<file path="config.mk">
export PLATFORM = sky130hd
export DESIGN_NAME = irq_cycle_ctrl
export DESIGN_NICKNAME = d
export VERILOG_FILES = /design/src/rtl/irq_cyc_pkg.sv /design/src/rtl/irq_step_decode.sv /design/src/rtl/irq_state_regs.sv /design/src/rtl/irq_ret_reg.sv /design/src/rtl/irq_cycle_ctrl.sv
export SDC_FILE = /design/constraint.sdc
export NUM_CORES = 1
export LEC_CHECK = 0
export BUFFER_PORTS_ARGS = -buffer_cell sky130_fd_sc_hd__buf_2
export CAP_MARGIN = 20
export CELL_PAD_IN_SITES_DETAIL_PLACEMENT = 0
export CELL_PAD_IN_SITES_GLOBAL_PLACEMENT = 1
export CORE_ASPECT_RATIO = 0.8
export CORE_MARGIN = 2
export CORE_UTILIZATION = 29
export CTS_CLUSTER_SIZE = 12
export DETAILED_ROUTE_END_ITERATION = 10
export GPL_TIMING_DRIVEN = 0
export PLACE_DENSITY = 0.73
export SYNTH_ARGS = -nofsm -noshare
export SYNTH_HDL_FRONTEND = slang
export SYNTH_SLANG_ARGS = --single-unit
</file>
<file path="constraint.sdc">
create_clock -name clk -period 1.7 [get_ports clk]
set_clock_uncertainty 0.05 [all_clocks]
set_input_delay 0.17 -clock clk [delete_from_list [all_inputs] [get_ports clk]]
set_output_delay 0.17 -clock clk [all_outputs]
set_load 0.005 [all_outputs]
</file>
<file path="src/rtl/irq_cyc_pkg.sv">
package irq_cyc_pkg;
  typedef enum logic [1:0] {
    PH_IDLE   = 2'd0,
    PH_SAVE   = 2'd1,
    PH_STORE  = 2'd2,
    PH_BRANCH = 2'd3
  } icyc_phase_e;
endpackage

</file>
<file path="src/rtl/irq_step_decode.sv">
module irq_step_decode
  import irq_cyc_pkg::*;
#(
  parameter int SC_W        = 4,
  parameter int FETCH_STEPS = 3
) (
  input  logic [SC_W-1:0] step,
  input  logic            pend,
  output icyc_phase_e     phase,
  output logic            fetch_ok,
  output logic            exec_step
);
  localparam logic [SC_W-1:0] S0 = SC_W'(0);
  localparam logic [SC_W-1:0] S1 = SC_W'(1);
  localparam logic [SC_W-1:0] S2 = SC_W'(2);
  localparam logic [SC_W-1:0] SF = SC_W'(FETCH_STEPS);

  always_comb begin
    exec_step = (step >= SF);
    fetch_ok  = !exec_step && !pend;
    phase     = PH_IDLE;
    if (pend) begin
      if (step == S0)      phase = PH_SAVE;
      else if (step == S1) phase = PH_STORE;
      else if (step == S2) phase = PH_BRANCH;
      else                 phase = PH_IDLE;
    end
  end
endmodule

</file>
<file path="src/rtl/irq_state_regs.sv">
module irq_state_regs (
  input  logic clk,
  input  logic rst_n,
  input  logic exec_step,
  input  logic fgi,
  input  logic fgo,
  input  logic ion_set,
  input  logic iof_clr,
  input  logic cyc_done,
  output logic ien_q,
  output logic pend_q
);
  logic ien_d, pend_d;

  always_comb begin
    pend_d = pend_q;
    if (cyc_done)
      pend_d = 1'b0;
    else if (exec_step && ien_q && (fgi || fgo))
      pend_d = 1'b1;

    ien_d = ien_q;
    if (cyc_done || iof_clr)
      ien_d = 1'b0;
    else if (ion_set)
      ien_d = 1'b1;
  end

  always_ff @(posedge clk or negedge rst_n) begin
    if (!rst_n) begin
      ien_q  <= 1'b0;
      pend_q <= 1'b0;
    end else begin
      ien_q  <= ien_d;
      pend_q <= pend_d;
    end
  end
endmodule

</file>
<file path="src/rtl/irq_ret_reg.sv">
module irq_ret_reg #(
  parameter int AW = 12
) (
  input  logic          clk,
  input  logic          rst_n,
  input  logic          ld,
  input  logic [AW-1:0] d,
  output logic [AW-1:0] q
);
  logic [AW-1:0] q_d;

  always_comb q_d = ld ? d : q;

  always_ff @(posedge clk or negedge rst_n) begin
    if (!rst_n) q <= '0;
    else        q <= q_d;
  end
endmodule

</file>
<file path="src/rtl/irq_cycle_ctrl.sv">
module irq_cycle_ctrl
  import irq_cyc_pkg::*;
#(
  parameter int SC_W = 4,
  parameter int AW   = 12,
  parameter int DW   = 16
) (
  input  logic            clk,
  input  logic            rst_n,
  input  logic [SC_W-1:0] step,
  input  logic            fgi,
  input  logic            fgo,
  input  logic            ion_set,
  input  logic            iof_clr,
  input  logic [AW-1:0]   pc,
  output logic            fetch_ok,
  output logic            ar_clr,
  output logic            ret_ld,
  output logic            mem_we,
  output logic [DW-1:0]   mem_wdata,
  output logic            pc_clr,
  output logic            pc_inr,
  output logic            sc_clr,
  output logic            ien,
  output logic            irq_pend
);
  localparam int FETCH_STEPS = 3;
  localparam int PAD_W       = DW - AW;

  icyc_phase_e   phase;
  logic          exec_step;
  logic          cyc_done;
  logic [AW-1:0] ret_q;

  irq_step_decode #(.SC_W(SC_W), .FETCH_STEPS(FETCH_STEPS)) u_dec (
    .step      (step),
    .pend      (irq_pend),
    .phase     (phase),
    .fetch_ok  (fetch_ok),
    .exec_step (exec_step)
  );

  always_comb begin
    ar_clr   = (phase == PH_SAVE);
    ret_ld   = (phase == PH_SAVE);
    mem_we   = (phase == PH_STORE);
    pc_clr   = (phase == PH_STORE);
    pc_inr   = (phase == PH_BRANCH);
    sc_clr   = (phase == PH_BRANCH);
    cyc_done = (phase == PH_BRANCH);
  end

  irq_state_regs u_st (
    .clk       (clk),
    .rst_n     (rst_n),
    .exec_step (exec_step),
    .fgi       (fgi),
    .fgo       (fgo),
    .ion_set   (ion_set),
    .iof_clr   (iof_clr),
    .cyc_done  (cyc_done),
    .ien_q     (ien),
    .pend_q    (irq_pend)
  );

  irq_ret_reg #(.AW(AW)) u_ret (
    .clk   (clk),
    .rst_n (rst_n),
    .ld    (ret_ld),
    .d     (pc),
    .q     (ret_q)
  );

  generate
    if (PAD_W > 0) begin : g_pad
      assign mem_wdata = {{PAD_W{1'b0}}, ret_q};
    end else begin : g_trunc
      assign mem_wdata = ret_q[DW-1:0];
    end
  endgenerate
endmodule

</file>
== Word level (Yosys, flattened, before mapping) ==
Cells that the tools add are included.
Widths: inputs -> output; s select.
Operators by class
  magnitude comparators: 1
  eq/ne operators: 5
  mux-type cells: 8
  reductions and logical operators: 10
Operators with widths (number)
  $mux 2: 4
  $eq 2x2->1 const B: 2
  $eq 4x1->1 const B: 1
  $eq 4x2->1 const B: 1
  $ge 4x2->1 const B: 1
  $logic_not 4->1: 1
  $mux 1: 4
  $reduce_bool 2->1: 2
  $logic_and 1x1->1: 3
  $eq 2x1->1 const B: 1
  $logic_not 1->1: 2
  $logic_or 1x1->1: 2
Word-level totals
  register bits after elaboration: 14
  input bits: 22
  output and inout bits: 25
  word-level logic and storage cells: 27

== Depth between registers and ports, before layout ==
  word-level depth: 8
  depth in mapped cells: 4
  mapped depth without buffers: 3

== Hierarchy ==
Synthesis repeated with hierarchy kept, for this count alone.
Second synthesis, totals
  cell total of the unflattened synthesis: 49
  area, all modules: 685.7 µm²
Modules (own cells, without submodules)
  irq_ret_reg: times used 1, cells each 25, area an instance 484.2 µm²
  irq_state_regs: times used 1, cells each 7, area an instance 83.8 µm²
  irq_cycle_ctrl: times used 1, cells each 11, area an instance 78.8 µm²
  irq_step_decode: times used 1, cells each 6, area an instance 38.8 µm²

== Worst setup path after synthesis ==
No wires, ideal clock.
  kind: reg-to-reg
  start: register u_st.pend_q
  end: register u_ret.q[0]
  arrival time: 1.113 ns
  data required time: 1.525 ns
  slack: 0.412 ns
  cell stages (with the launch flop): 4
  path buffers: 1
  clock period less this slack: 1.288 ns
  cells stage by stage: dfrtp_1 -> and4bb_4 -> buf_12 -> mux2_4
On the way
  word-level cells in the longest chain between the ends: 2
Ends and longest elaborated chain
  from (decl): RTL line irq_state_regs.sv:11  | output logic pend_q
  from (signal assigned): RTL line irq_state_regs.sv:35  | pend_q <= pend_d;
  $mux 2: RTL line irq_step_decode.sv:22  | if (pend) begin
  $eq 2x1->1
  via ar_clr: RTL line irq_cycle_ctrl.sv:17  | output logic ar_clr,
  to (signal assigned): RTL line irq_ret_reg.sv:16  | else q <= q_d;
  to (decl): RTL line irq_ret_reg.sv:8  | output logic [AW-1:0] q
The timed path passes the listed nets, and every way through them passes these cells.
A chain may end at the register's enable or synchronous reset.

== Worst setup path after layout ==
  start: register u_st.pend_q
  end: output port ret_ld
On the way
  word-level cells in the longest chain between the ends: 2
Ends and longest elaborated chain
  $mux 2: RTL line irq_step_decode.sv:22
  $eq 2x1->1: RTL line irq_cycle_ctrl.sv:45  | ret_ld = (phase == PH_SAVE);
  to (decl): RTL line irq_cycle_ctrl.sv:18  | output logic ret_ld,
Every way passes these cells.

==> flow_metrics.env <==
export IMPL_clock_sinks=14
export IMPL_period_share_pct=94.3
export IMPL_cp_required_ns=1.48
export IMPL_synth_most_common_cell="dfrtp_1"
export IMPL_wl_per_cell_um=10.8
export IMPL_arrival_ns=1.38
export IMPL_synth_main_ff_cell="dfrtp_1"
export IMPL_async_flop_share_pct=100
export IMPL_end_kind="primary output"
export IMPL_drive_above_1_share_pct=71.1
export IMPL_yosysSeqAreaShare_pct=52.2
export IMPL_placed_area_um2=923
export IMPL_crit_buf_inv=3
export IMPL_rsz0062_at_grt="no"
export IMPL_grt_pass1_wl_um=1970
export IMPL_cap_viol_max_count=0
export IMPL_pre_cts_ws_ns=0.293
export IMPL_slowest_delay_ns=0.44
export IMPL_avgSynthCellArea_um2=14.6
export IMPL_antenna_found_initial=0
export IMPL_r2r_start="u_st.pend_q"
export IMPL_slew_viol_final=0
export IMPL_peakVddDrop_mv=0.600
export IMPL_drt_iter0_markers=11
export IMPL_drtAntennaViolNets=0
export IMPL_fin_area_um2=986
export IMPL_max_freq_ghz=0.624
export IMPL_cts_root_buffer="clkbuf_4"
export IMPL_pin_count=47
export IMPL_r2r_end="u_ret.q[8]"
export IMPL_slowest_stage="dfrtp_1"
export IMPL_dr_pass1_iters=3
export IMPL_clk_latency_ns=0.27
export IMPL_startpoint_type="flip-flop"
export IMPL_tritoncts="done"
export IMPL_nFillCells=213
export IMPL_vias_per_cell=4.20
export IMPL_synth_edff_count=0
export IMPL_grt_total_usage_pct=9.87
export IMPL_place_congestion=0.586
export IMPL_clock_path_buffers=2
export IMPL_start_util_pct=30.8
export IMPL_status="finished clean"
export IMPL_vias=512
export IMPL_hp_start="pc[5]"
export IMPL_wirelength_um=1320
export IMPL_fin_ws_ns=0.0974
export IMPL_r2r_setup_slack_ns=0.32
export IMPL_whs_ns=0.0733
export IMPL_nNetsFinal=120
export IMPL_remaining_drc_errors=0
export IMPL_yosysTopAreaCellShare_pct=52.2
export IMPL_path_max_fanout=11
export IMPL_cts_buffers=3
export IMPL_num_rows=15
export IMPL_ys_warn_count=0
export IMPL_grt_max_degree=15
export IMPL_path_class="reg2out"
export IMPL_synthesis_area_um2=671
export IMPL_ys_types=14
export IMPL_h_tree_depth=1
export IMPL_cp_top_family="flip-flops"
export IMPL_tns_ns=0
export IMPL_hold_viol=0
export IMPL_core_area_um2=2180
export IMPL_r2r_cells=3
export IMPL_setup_violations=0
export IMPL_syn2layout_area_growth_pct=47.0
export IMPL_pwr_density_cell_nw_per_um2=1130
export IMPL_hp_class="in2reg"
export IMPL_port_buffers=42
export IMPL_synth_seq_cells=14
export IMPL_synth_top_area_cell="dfrtp_1"
export IMPL_hold_depth=2
export IMPL_p_leak_nw=0.535
export IMPL_die_w_um=57.8
export IMPL_clkSlewWorstSetupHoldPaths_ns=0.08
export IMPL_cp_cell_sequence="and4bb_4, buf_12, buf_4, buf_2"
export IMPL_period_needed_ns=1.60
export IMPL_die_y_um=47.0
export IMPL_synth_cells=46
export IMPL_die_area_um2=2720
export IMPL_whs_endpoint="u_ret.q[5]"
export IMPL_grt_overflow_total=0
export IMPL_yosys_top_cells_area="dfrtp_1 (52%), mux2_4 (20%), buf_4 (7.8%)"
export IMPL_grt_pass1_vias=455
export IMPL_antennaDiodeCount=0
export IMPL_synthTopCellsByCount="dfrtp_1 (14), mux2_4 (9), buf_4 (7), mux2_2 (3), nor2_1 (3)"
-- worst max path at each step --
stage | from | end | slack (ns) | depth (start not counted)
detailed placement | u_st.pend_q | fetch_ok | 0.29 | 2
global route | u_st.pend_q | ret_ld | 0.0006 | 4
floorplan | u_st.pend_q | u_ret.q[0] | 0.41 | 3
global placement | u_st.pend_q | fetch_ok | 0.30 | 2
CTS | u_st.pend_q | fetch_ok | 0.06 | 2
finish | u_st.pend_q | ret_ld | 0.1 | 4
-- worst register-to-register path, stage by stage, from the launching register on --
cell and delay [ns]:
dfrtp_1 0.44, and4bb_4 0.31, buf_12 0.16, mux2_4 0.30
-- metrics by stage --
step | util, % | total power [mW] | cells
after floorplan | - | 0.714 | 49
after CTS | 45.1 | 1.14 | 122
after detailed placement | 42.4 | 0.886 | 116
after global routing | 45.3 | 1.20 | 122
final | 45.3 | 1.11 | 122
after global placement | 42.4 | 0.883 | 116
-- layout make-up --
| class | instances | area [um^2] | share of cell area (%) |
|---|---|---|---|
| Sequential cell | 14 | 350 | 35.5 |
| Buffer | 8 | 72.6 | 7.36 |
| Timing Repair Buffer | 44 | 230 | 23.4 |
| Clock buffer | 4 | 36.3 | 3.68 |
| Multi-Input combinational cell | 27 | 265 | 26.9 |
| Tap cell | 25 | 31.3 | 3.17 |
-- logic make-up (layout without fill, tap and decap cells) --
family | count (synthesis) | after routing | synth area share, %
flops | 14 | 14 | 52.2
compound gates | 2 | 2 | 2.43
simple gates | 9 | 9 | 8.77
buf+inv | 8 | 56 | 10.8
mux | 12 | 12 | 25.2
other cells | 1 | 4 | 0.559
-- metal layers --
metal	vias up	track usage (%)	wire length, um
met2	19	15.5	632
met5	-	0	0
met4	0	1.40	0
li1	249	-	-
met3	0	4.96	105
met1	244	12.8	582
-- where the power goes --
part	total (mW)	internal (mW)	switching, mW
clock network	0.230	0.130	0.0997
registers	0.517	0.451	0.0654
logic	0.367	0.250	0.117
total	1.11	0.831	0.282
-- flip-flops by register name, summed over array words and instances (netlist names) --
signal	cells
u_ret.q	12
u_st.pend_q	1
u_st.ien_q	1
-- layout by cell type (no fill, tap or decap) --
cell and instances:
a2111oi_2 1, and4b_1 1, and4bb_4 1, buf_12 1, buf_2 42, buf_4 7, clkbuf_4 3, clkbuf_8 1
conb_1 4, dfrtp_1 14, dlygate4sd3_1 2, mux2_2 3, mux2_4 9, nand3_1 1, nor2_1 3, nor2_2 1
nor3_1 2, o21a_1 1
-- timing repair --
action,CTS,global route
endpoints found under the hold margin,15,0
gates resized for setup,1,1
setup buffers,0,0
hold buffers,2,0
setup endpoints to repair,1,1
No activity file was read; power rests on OpenSTA's default activity.
